**src/rtl/inval_pkg.sv**
```systemverilog
package inval_pkg;
  localparam int unsigned LINES_DFLT = 16;
  localparam int unsigned DEPTH_DFLT = 4;

  function automatic int unsigned cnt_width(input int unsigned depth);
    return $clog2(depth + 1);
  endfunction

  function automatic int unsigned idx_width(input int unsigned n);
    return (n > 1) ? $clog2(n) : 1;
  endfunction
endpackage

```
**src/rtl/inval_fifo.sv**
```systemverilog
module inval_fifo #(
  parameter int unsigned LINE_W = 4,
  parameter int unsigned DEPTH  = 4,
  localparam int unsigned PTR_W = inval_pkg::idx_width(DEPTH),
  localparam int unsigned CNT_W = inval_pkg::cnt_width(DEPTH)
) (
  input  logic              clk,
  input  logic              rst,
  input  logic              push,
  input  logic [LINE_W-1:0] push_line,
  input  logic              pop,
  output logic [LINE_W-1:0] head_line,
  output logic [CNT_W-1:0]  count,
  output logic              full,
  output logic              empty,
  input  logic [LINE_W-1:0] probe_line,
  output logic              probe_hit
);
  logic [LINE_W-1:0] slot_line [DEPTH];
  logic [DEPTH-1:0]  slot_busy;
  logic [PTR_W-1:0]  wr_ptr, rd_ptr;
  logic [DEPTH-1:0]  hit_vec;

  function automatic logic [PTR_W-1:0] bump(input logic [PTR_W-1:0] p);
    return (p == PTR_W'(DEPTH - 1)) ? '0 : p + PTR_W'(1);
  endfunction

  // storage without reset, one write port
  always_ff @(posedge clk) begin
    if (push) slot_line[wr_ptr] <= push_line;
  end

  always_ff @(posedge clk) begin
    if (rst) begin
      wr_ptr    <= '0;
      rd_ptr    <= '0;
      count     <= '0;
      slot_busy <= '0;
    end else begin
      if (push) begin
        slot_busy[wr_ptr] <= 1'b1;
        wr_ptr            <= bump(wr_ptr);
      end
      if (pop) begin
        slot_busy[rd_ptr] <= 1'b0;
        rd_ptr            <= bump(rd_ptr);
      end
      count <= count + CNT_W'(push) - CNT_W'(pop);
    end
  end

  assign head_line = slot_line[rd_ptr];
  assign full      = (count == CNT_W'(DEPTH));
  assign empty     = (count == '0);

  for (genvar g = 0; g < DEPTH; g++) begin : g_probe
    assign hit_vec[g] = slot_busy[g] && (slot_line[g] == probe_line);
  end
  assign probe_hit = |hit_vec;

  p_no_overflow_r2: assert property (@(posedge clk) disable iff (rst)
    push |-> !full);
  p_no_underflow_r4: assert property (@(posedge clk) disable iff (rst)
    pop |-> !empty);
  p_count_tracks_r5: assert property (@(posedge clk) disable iff (rst)
    $countones(slot_busy) == int'(count));
endmodule

```
**src/rtl/inval_vbits.sv**
```systemverilog
module inval_vbits #(
  parameter int unsigned LINES = 16,
  localparam int unsigned LINE_W = inval_pkg::idx_width(LINES)
) (
  input  logic              clk,
  input  logic              rst,
  input  logic              set_en,
  input  logic [LINE_W-1:0] set_idx,
  input  logic              clr_en,
  input  logic [LINE_W-1:0] clr_idx,
  input  logic              rd_en,
  input  logic [LINE_W-1:0] rd_idx,
  output logic              rd_valid,
  output logic              rd_hit
);
  logic [LINES-1:0] bits;

  always_ff @(posedge clk) begin
    if (rst) begin
      bits     <= '0;
      rd_valid <= 1'b0;
      rd_hit   <= 1'b0;
    end else begin
      if (clr_en) bits[clr_idx] <= 1'b0;
      if (set_en) bits[set_idx] <= 1'b1;
      rd_valid <= rd_en;
      if (rd_en) rd_hit <= bits[rd_idx];
    end
  end

  // a served load never sees a bit cleared in the same cycle
  p_busy_port_keeps_r3: assert property (@(posedge clk) disable iff (rst)
    (rd_en && !set_en) |=> $stable(bits));
  p_fill_sets_r8: assert property (@(posedge clk) disable iff (rst)
    set_en |=> bits[$past(set_idx)]);
endmodule

```
**src/rtl/inval_barrier.sv**
```systemverilog
module inval_barrier (
  input  logic clk,
  input  logic rst,
  input  logic bar_req,
  input  logic cnt_zero,
  input  logic next_zero,
  output logic active,
  output logic ld_block
);
  always_ff @(posedge clk) begin
    if (rst) active <= 1'b0;
    else     active <= (active || bar_req) && !next_zero;
  end

  assign ld_block = active || (bar_req && !cnt_zero);

  p_release_empty_r7: assert property (@(posedge clk) disable iff (rst)
    $fell(active) |-> cnt_zero);
endmodule

```
**src/rtl/inval_queue_top.sv**
```systemverilog
module inval_queue_top #(
  parameter int unsigned LINES = inval_pkg::LINES_DFLT,
  parameter int unsigned DEPTH = inval_pkg::DEPTH_DFLT,
  localparam int unsigned LINE_W = inval_pkg::idx_width(LINES),
  localparam int unsigned CNT_W  = inval_pkg::cnt_width(DEPTH)
) (
  input  logic              clk,
  input  logic              rst,
  input  logic              inv_valid,
  input  logic [LINE_W-1:0] inv_line,
  output logic              inv_ready,
  output logic              inv_ack,
  output logic [LINE_W-1:0] inv_ack_line,
  input  logic              fill_valid,
  input  logic [LINE_W-1:0] fill_line,
  input  logic              ld_valid,
  input  logic [LINE_W-1:0] ld_line,
  input  logic              ld_barrier,
  output logic              ld_ready,
  output logic              ld_rvalid,
  output logic              ld_hit,
  input  logic              msg_valid,
  input  logic [LINE_W-1:0] msg_line,
  output logic              msg_ready,
  output logic              msg_out_valid,
  output logic [LINE_W-1:0] msg_out_line,
  output logic [CNT_W-1:0]  pend_cnt,
  output logic              bar_active
);
  logic              q_push, q_pop, q_full, q_empty, q_probe_hit;
  logic [LINE_W-1:0] q_head;
  logic [CNT_W-1:0]  cnt_next;
  logic              ld_block, ld_fire, port_busy, msg_fire;

  assign inv_ready = !q_full;
  assign q_push    = inv_valid && inv_ready;
  assign ld_ready  = !ld_block;
  assign ld_fire   = ld_valid && ld_ready;
  assign port_busy = ld_fire || fill_valid;
  assign q_pop     = !q_empty && !port_busy;
  assign cnt_next  = pend_cnt + CNT_W'(q_push) - CNT_W'(q_pop);
  assign msg_ready = !q_probe_hit;
  assign msg_fire  = msg_valid && msg_ready;

  inval_fifo #(.LINE_W(LINE_W), .DEPTH(DEPTH)) u_fifo (
    .clk(clk), .rst(rst),
    .push(q_push), .push_line(inv_line),
    .pop(q_pop), .head_line(q_head),
    .count(pend_cnt), .full(q_full), .empty(q_empty),
    .probe_line(msg_line), .probe_hit(q_probe_hit)
  );

  inval_vbits #(.LINES(LINES)) u_vbits (
    .clk(clk), .rst(rst),
    .set_en(fill_valid), .set_idx(fill_line),
    .clr_en(q_pop), .clr_idx(q_head),
    .rd_en(ld_fire), .rd_idx(ld_line),
    .rd_valid(ld_rvalid), .rd_hit(ld_hit)
  );

  inval_barrier u_bar (
    .clk(clk), .rst(rst),
    .bar_req(ld_barrier),
    .cnt_zero(q_empty),
    .next_zero(cnt_next == '0),
    .active(bar_active),
    .ld_block(ld_block)
  );

  always_ff @(posedge clk) begin
    if (rst) begin
      inv_ack       <= 1'b0;
      inv_ack_line  <= '0;
      msg_out_valid <= 1'b0;
      msg_out_line  <= '0;
    end else begin
      inv_ack       <= q_push;
      msg_out_valid <= msg_fire;
      if (q_push)   inv_ack_line <= inv_line;
      if (msg_fire) msg_out_line <= msg_line;
    end
  end

  p_ack_next_r1: assert property (@(posedge clk) disable iff (rst)
    (inv_valid && inv_ready) |=> (inv_ack && inv_ack_line == $past(inv_line)));
  p_full_no_ack_r2: assert property (@(posedge clk) disable iff (rst)
    (inv_valid && !inv_ready) |=> !inv_ack);
  p_count_step_r4: assert property (@(posedge clk) disable iff (rst)
    (!ld_valid && !fill_valid && !inv_valid && pend_cnt != '0)
      |=> pend_cnt == $past(pend_cnt) - CNT_W'(1));
  p_msg_hold_r6: assert property (@(posedge clk) disable iff (rst)
    (msg_valid && q_probe_hit) |=> !msg_out_valid);
  p_barrier_stall_r7: assert property (@(posedge clk) disable iff (rst)
    (ld_valid && bar_active) |=> !ld_rvalid);
endmodule

```
**config.mk**
```make
export PLATFORM = sky130hd
export DESIGN_NAME = inval_queue_top
export DESIGN_NICKNAME = d
export VERILOG_FILES = /design/src/rtl/inval_pkg.sv /design/src/rtl/inval_fifo.sv /design/src/rtl/inval_vbits.sv /design/src/rtl/inval_barrier.sv /design/src/rtl/inval_queue_top.sv
export SDC_FILE = /design/constraint.sdc
export NUM_CORES = 1
export LEC_CHECK = 0
export BUFFER_PORTS_ARGS = -buffer_cell sky130_fd_sc_hd__buf_2
export CAP_MARGIN = 20
export CORE_UTILIZATION = 51
export CTS_BUF_LIST = sky130_fd_sc_hd__clkbuf_8
export CTS_CLUSTER_SIZE = 20
export DETAILED_ROUTE_END_ITERATION = 10
export PLACE_DENSITY = 0.84
export SLEW_MARGIN = 10
export SYNTH_ARGS = -nofsm -noshare
export SYNTH_HDL_FRONTEND = slang
export SYNTH_SLANG_ARGS = --single-unit
```
**constraint.sdc**
```tcl
create_clock -name clk -period 5.3 [get_ports clk]
set_clock_uncertainty 0.05 [all_clocks]
set_input_delay 0.795 -clock clk [delete_from_list [all_inputs] [get_ports clk]]
set_output_delay 0.795 -clock clk [all_outputs]
set_load 0.005 [all_outputs]
```
== After elaboration in Yosys (flattened, before gate mapping) ==
Memory sizes are Yosys's and may differ from the RTL's. A register that Yosys moved wholly into a read port is not among the register bits.
Cells that the tools add are included.
W data, S select, Z words.

* Memories kept: 1
* Register bits: 40
* Word-level logic and storage cells: 87
* Bits of input ports: 23
* Memory bits (writable): 16

* Equality and inequality tests: 7
* Mux-type cells: 22
* Bitwise logic cells: 6
* Order comparisons: 9
* Add/subtract/negate cells: 4
* Reduce and logical (&&, ||, !) cells: 26

{| class="wikitable"
|+ Memory list
! name !! depth !! bits a word !! rd ports !! clocked after memory_dff !! wr ports !! RTL line !! RTL
|-
| u_fifo.slot_line || 4 || 4 || 5 || 1 || 1 || inval_fifo.sv:19 || <nowiki>logic [LINE_W-1:0] slot_line [DEPTH];</nowiki>
|}

{| class="wikitable"
|+ Operators by type and width
! cell !! count
|-
| $mux W16 || 3
|-
| $and A16 B16 Y16 || 1
|-
| $eq A4 B4 Y1 || 4
|-
| $not A16 Y16 || 1
|-
| $or A16 B16 Y16 || 1
|-
| $lt A4 B5 Y1 const B || 3
|-
| $logic_and A1 B1 Y1 || 14
|-
| $mux W4 || 3
|-
| $demux W1 S4 || 2
|-
| $ge A4 B1 Y1 const B || 2
|-
| $mux W2 || 4
|-
| $mux W1 || 7
|-
| $logic_not A1 Y1 || 6
|-
| $logic_not A3 Y1 || 2
|-
| $lt A2 B3 Y1 const B || 2
|-
| $add A2 B1 Y2 const B || 2
|-
| $and A4 B4 Y4 || 1
|-
| $bmux W1 S4 || 1
|-
| $demux W1 S2 || 2
|-
| $eq A2 B2 Y1 const B || 2
|-
| $ge A2 B1 Y1 const B || 2
|-
| $not A4 Y4 || 1
|-
| $or A4 B4 Y4 || 1
|-
| $reduce_or A4 Y1 || 1
|-
| 4 further kinds || 6
|}

== Depth between registers and ports, before layout ==
* Word-level depth: 13
* Mapped depth: 10

== Cells and area by module ==
Synthesis repeated with hierarchy kept, for this count alone.

* Cells, all modules: 267
* Area, all modules: 2771.4 µm²

{| class="wikitable"
|+ By module, submodules not included
! module !! instances !! area an instance (µm²) !! seq. area each (µm²) !! cells each
|-
| inval_fifo || 1 || 1405.1 || 740.7 || 109
|-
| inval_vbits || 1 || 867.1 || 360.3 || 106
|-
| inval_queue_top || 1 || 454.2 || 200.2 || 47
|-
| inval_barrier || 1 || 45.0 || 20.0 || 5
|}

== Worst setup path before layout ==
No wires, ideal clock.

* Kind: input to register
* Start: input port ld_barrier
* End: register u_bar.active
* Setup slack: 2.699 ns
* Data required time: 5.164 ns
* Library setup time: 0.086 ns
* Stages on the path: 10
* Arrival time: 2.465 ns
* Cell sequence: nor2_1 a211oi_1 buf_2 ha_1 inv_1 ha_1 fa_1 xnor2_1 xnor2_1 a211oi_1

* Word-level cells in the longest chain between the ends: 11

{| class="wikitable"
|+ RTL lines
! what !! RTL line !! RTL
|-
| start: declaration || inval_queue_top.sv:18 || <nowiki>input logic ld_barrier,</nowiki>
|-
| $logic_and A1 B1 Y1 || inval_barrier.sv:15 || <nowiki>assign ld_block = active || (bar_req && !cnt_zero);</nowiki>
|-
| $logic_or A1 B1 Y1 || inval_barrier.sv:15 ||
|-
| $logic_not A1 Y1 || inval_queue_top.sv:37 || <nowiki>assign ld_ready = !ld_block;</nowiki>
|-
| $logic_and A1 B1 Y1 || inval_queue_top.sv:38 || <nowiki>assign ld_fire = ld_valid && ld_ready;</nowiki>
|-
| $logic_or A1 B1 Y1 || inval_queue_top.sv:39 || <nowiki>assign port_busy = ld_fire || fill_valid;</nowiki>
|-
| $logic_not A1 Y1 || inval_queue_top.sv:40 || <nowiki>assign q_pop = !q_empty && !port_busy;</nowiki>
|-
| $logic_and A1 B1 Y1 || inval_queue_top.sv:40 ||
|-
| $sub A3 B1 Y3 || inval_queue_top.sv:41 || <nowiki>assign cnt_next = pend_cnt + CNT_W'(q_push) - CNT_W'(q_pop);</nowiki>
|-
| $logic_not A3 Y1 || inval_queue_top.sv:65 || <nowiki>.next_zero(cnt_next == '0),</nowiki>
|-
| $logic_not A1 Y1 || inval_barrier.sv:12 || <nowiki>else active <= (active || bar_req) && !next_zero;</nowiki>
|-
| $logic_and A1 B1 Y1 * || inval_barrier.sv:12 ||
|-
| end signal: assignment || inval_barrier.sv:12 ||
|-
| end: declaration || inval_barrier.sv:7 || <nowiki>output logic active,</nowiki>
|}

Every way passes the cells marked *; elsewhere a longest branch is shown, timed or not.
A chain may end at the register's enable or synchronous reset.

== Worst setup path after layout ==
* Start: input port msg_line[1]
* End: output port msg_ready

* Word-level cells in the longest chain between the ends: 4

{| class="wikitable"
|+ RTL lines
! what !! RTL line !! RTL
|-
| start: declaration || inval_queue_top.sv:23 || <nowiki>input logic [LINE_W-1:0] msg_line,</nowiki>
|-
| $eq A4 B4 Y1 || inval_fifo.sv:57 || <nowiki>assign hit_vec[g] = slot_busy[g] && (slot_line[g] == probe_line);</nowiki>
|-
| $logic_and A1 B1 Y1 || inval_fifo.sv:57 ||
|-
| $reduce_or A4 Y1 * || inval_fifo.sv:59 || <nowiki>assign probe_hit = |hit_vec;</nowiki>
|-
| $logic_not A1 Y1 * || inval_queue_top.sv:42 || <nowiki>assign msg_ready = !q_probe_hit;</nowiki>
|-
| end: declaration || inval_queue_top.sv:24 || <nowiki>output logic msg_ready,</nowiki>
|}

Marked as above.

==> results.md <==
* PortBufs at ~40
* Most common library cell in the layout ignoring fill and taps: dfxtp_1
* Minimum clock period at ~2600 ps
* Synth top area share at 0.315
* Vias at 1,999
* Hold slack at around 400 ps
* Die W at roughly 74 µm
* Initial core utilization at 0.547
* Met1 usage at 0.283
* Final Max Slew Viols at 0
* TritonCTS clock tree: done
* Placer Congestion at just over 0.8
* Tot GR Track Use at 0.228
* Hold path start: u_vbits.rd_hit
* Clk slew on worst S/H paths at approximately 60 ps
* Reg2reg setup slack at 2920 ps
* GRT busiest layer: met2
* Num rows at 25
* Period Utilization, post-route at 0.485
* Share of power burned in registers at 0.427
* Ys async rst share at 0
* Final Hold Vio Count at 0
* EDFF count, synth at 16
* Largest net degree at the start of global routing at 45
* Met2 Use GR at 0.357
* P per Cell Area at 408 nW/µm²
* Post-CTS sizing at 0
* Vias in the first global route at between 1,500 and 2,000
* Post-CTS Setup Bufs at 0
* Top FF cell, synth: dfxtp_1
* Worst r2r dst: u_bar.active
* Share of cells above drive strength 1 at 0.216
* R2R depth at 10
* Hold-fix buffers at CTS at 0
* Global route overflow at 0
* Wire per inst at 15.0 µm
* Commonest non-fill, non-tap cells in the layout: dfxtp_1, buf_2, nand2_1
* Syn Area/Cell at between 10 and 15 µm²
* DR vias/cell at 5.36
* Initial antenna violation count at 0
* Maximum vdd drop at 240 µV
* Maxcap violations at 0
* Leakage component of the power at about 1.2 nW
* Setup crit end kind: primary output
* Detailed Routing Iterations Pass 1 at 4
* Ports at between 40 and 50
* Net Sw Power at 0.371 mW
* Startpoint types: input port
* GRT met3 Usage at 0.0799
* Largest cells by area after synthesis: dfxtp_1, edfxtp_1, mux4_2, ha_1, a21oi_1
* Fin Setup TNS at 0 ps
* DRT Wirelength at approximately 5600 µm
* Final Util at 0.645
* Synth area leader: dfxtp_1
* Required @ worst endpoint at between 4000 and 5000 ps
* Mapped Cells at 257
* Synth warn at 0
* Final Net Count at ~340
* Final setup violation count at 0
* DR iter-0 viols at ~250
* H-tree depth at 3
* Endpoint, Worst Hold: u_vbits.rd_hit
* Hold Path Cell Cnt at 2
* Reg-to-reg startpoint: u_fifo.count[2]
* Critical path arrival at around 1700 ps
* CP max FO at 5
* FF+latch count, synth at 58
* Antenna fix cells at 0
* Area of the die at around 5500 µm²
* Clk sinks at 58
* Mapped Nets at slightly below 300
* Chip height at between 70 and 80 µm
* Clock latency on the worst-skew pair at roughly 340 ps
* First-pass GRT wire length at 9110 µm
* Slew @ Worst Pin at 761 ps
* Sequential fraction of the synthesis area at 0.495
* Logic pwr share at 0.228
* CTS root buf: clkbuf_8
* Kind of path behind the tightest hold check: reg2reg
* Total core area at just under 5000 µm²
* # DRC at 0
* CTS Buf Count at 9
* Clock buffer depth at 2
* Max Fclk at 389 MHz
* Post-Synthesis Cell Area at roughly 2700 µm²
* Cell Int Power at 0.912 mW
* Setup CP Type: in2out
* Unrepaired setup endpoints after global routing: no
* Max-slew headroom at 0.492
* Sw Share at 0.289
* Cell variety after synth at 35
* Final ANT Viol Nets at 0
* Area Growth Syn to Fin at 17.8%
* Clock share of power at 0.346
* Outcome: finished, final reports clean
* Post-DP HPWL at just over 4000 µm
## routing by layer
layer	part of all wire	wire length (µm)	vias up
met4	0.022	121	0
met2	0.49	2730	63
met3	0.060	337	10
met5	0	0	-
li1	-	-	991
met1	0.43	2420	935
## registers in the layout, indices dropped and copies added (netlist names), named ones only
signal	count
u_fifo.slot_line	16
u_vbits.bits	16
inv_ack_line	4
msg_out_line	4
u_fifo.slot_busy	4
u_fifo.count	3
u_fifo.rd_ptr	2
u_fifo.wr_ptr	2
inv_ack	1
msg_out_valid	1
u_bar.active	1
u_vbits.rd_hit	1
u_vbits.rd_valid	1
## cells by family after synthesis
| group | share of synthesized area |
|---|---|
| and+or+nand+nor | 0.167 |
| muxes | 0.101 |
| AOI/OAI and AO/OA | 0.0941 |
| buffers and inverters | 0.0295 |
| adders and majority gates | 0.0543 |
| xor gates and xnor gates | 0.0590 |
| DFF | 0.495 |
## synth_stat cells, types with 2 or more instances
cell	n
nand3_1	8
or3_1	2
nor3_1	2
nand3b_1	2
inv_1	9
o21ai_1	4
ha_1	10
nand2_1	31
mux4_1	2
and3_1	5
a21oi_1	24
nand2b_1	10
xor2_1	6
nor2_1	14
mux4_2	7
a211oi_1	6
buf_2	4
xnor2_1	12
dfxtp_1	42
clkbuf_1	4
edfxtp_1	16
clkbuf_2	2
mux2i_1	6
nor2b_1	7
o21ai_0	12
## power groups by stage
stage | combinational [mW] | clock, mW | sequential [mW]
2_1_floorplan | 0.200 | 0 | 0.547
3_3_place_gp | 0.277 | 0 | 0.553
3_5_place_dp | 0.291 | 0 | 0.557
4_1_cts | 0.294 | 0.452 | 0.548
5_1_grt | 0.330 | 0.472 | 0.555
6_report | 0.292 | 0.444 | 0.547
## critical path, cell delays in order
cell and delay [ps]:
buf_2 150, xor2_1 170, nor4_1 380, nor3b_1 90
buf_2 140
## worst max-delay path by stage
stage	startpoint	to	slack (ps)	depth (start not counted)
after floorplan	ld_barrier	u_bar.active	2700	10
after global placement	ld_barrier	u_bar.active	2520	11
after detailed placement	ld_barrier	u_bar.active	2460	11
after CTS	msg_line[1]	msg_ready	2730	5
after global routing	ld_barrier	u_bar.active	2640	11
final	msg_line[1]	msg_ready	2730	5
## per-stage QoR
step | setup slack, ps | power (mW) | instances | area (µm²)
6_report | 2730 | 1.28 | 373 | 3150
5_1_grt | 2640 | 1.36 | 373 | 3150
4_1_cts | 2730 | 1.29 | 372 | 3140
3_5_place_dp | 2460 | 0.848 | 356 | 2920
3_3_place_gp | 2520 | 0.829 | 356 | 2920
2_1_floorplan | 2700 | 0.747 | 257 | 2670
## layout make-up
cell class                 instances  area, µm²
tap                               67       83.8
inverter                           9       33.8
clock buffer                      10        138
fill                             405       1730
clock inverter                     6       80.1
timing repair buffer              43        218
multi-input combinational        180       1270
sequential                        58       1320
No activity file was read; power rests on OpenSTA's default activity.
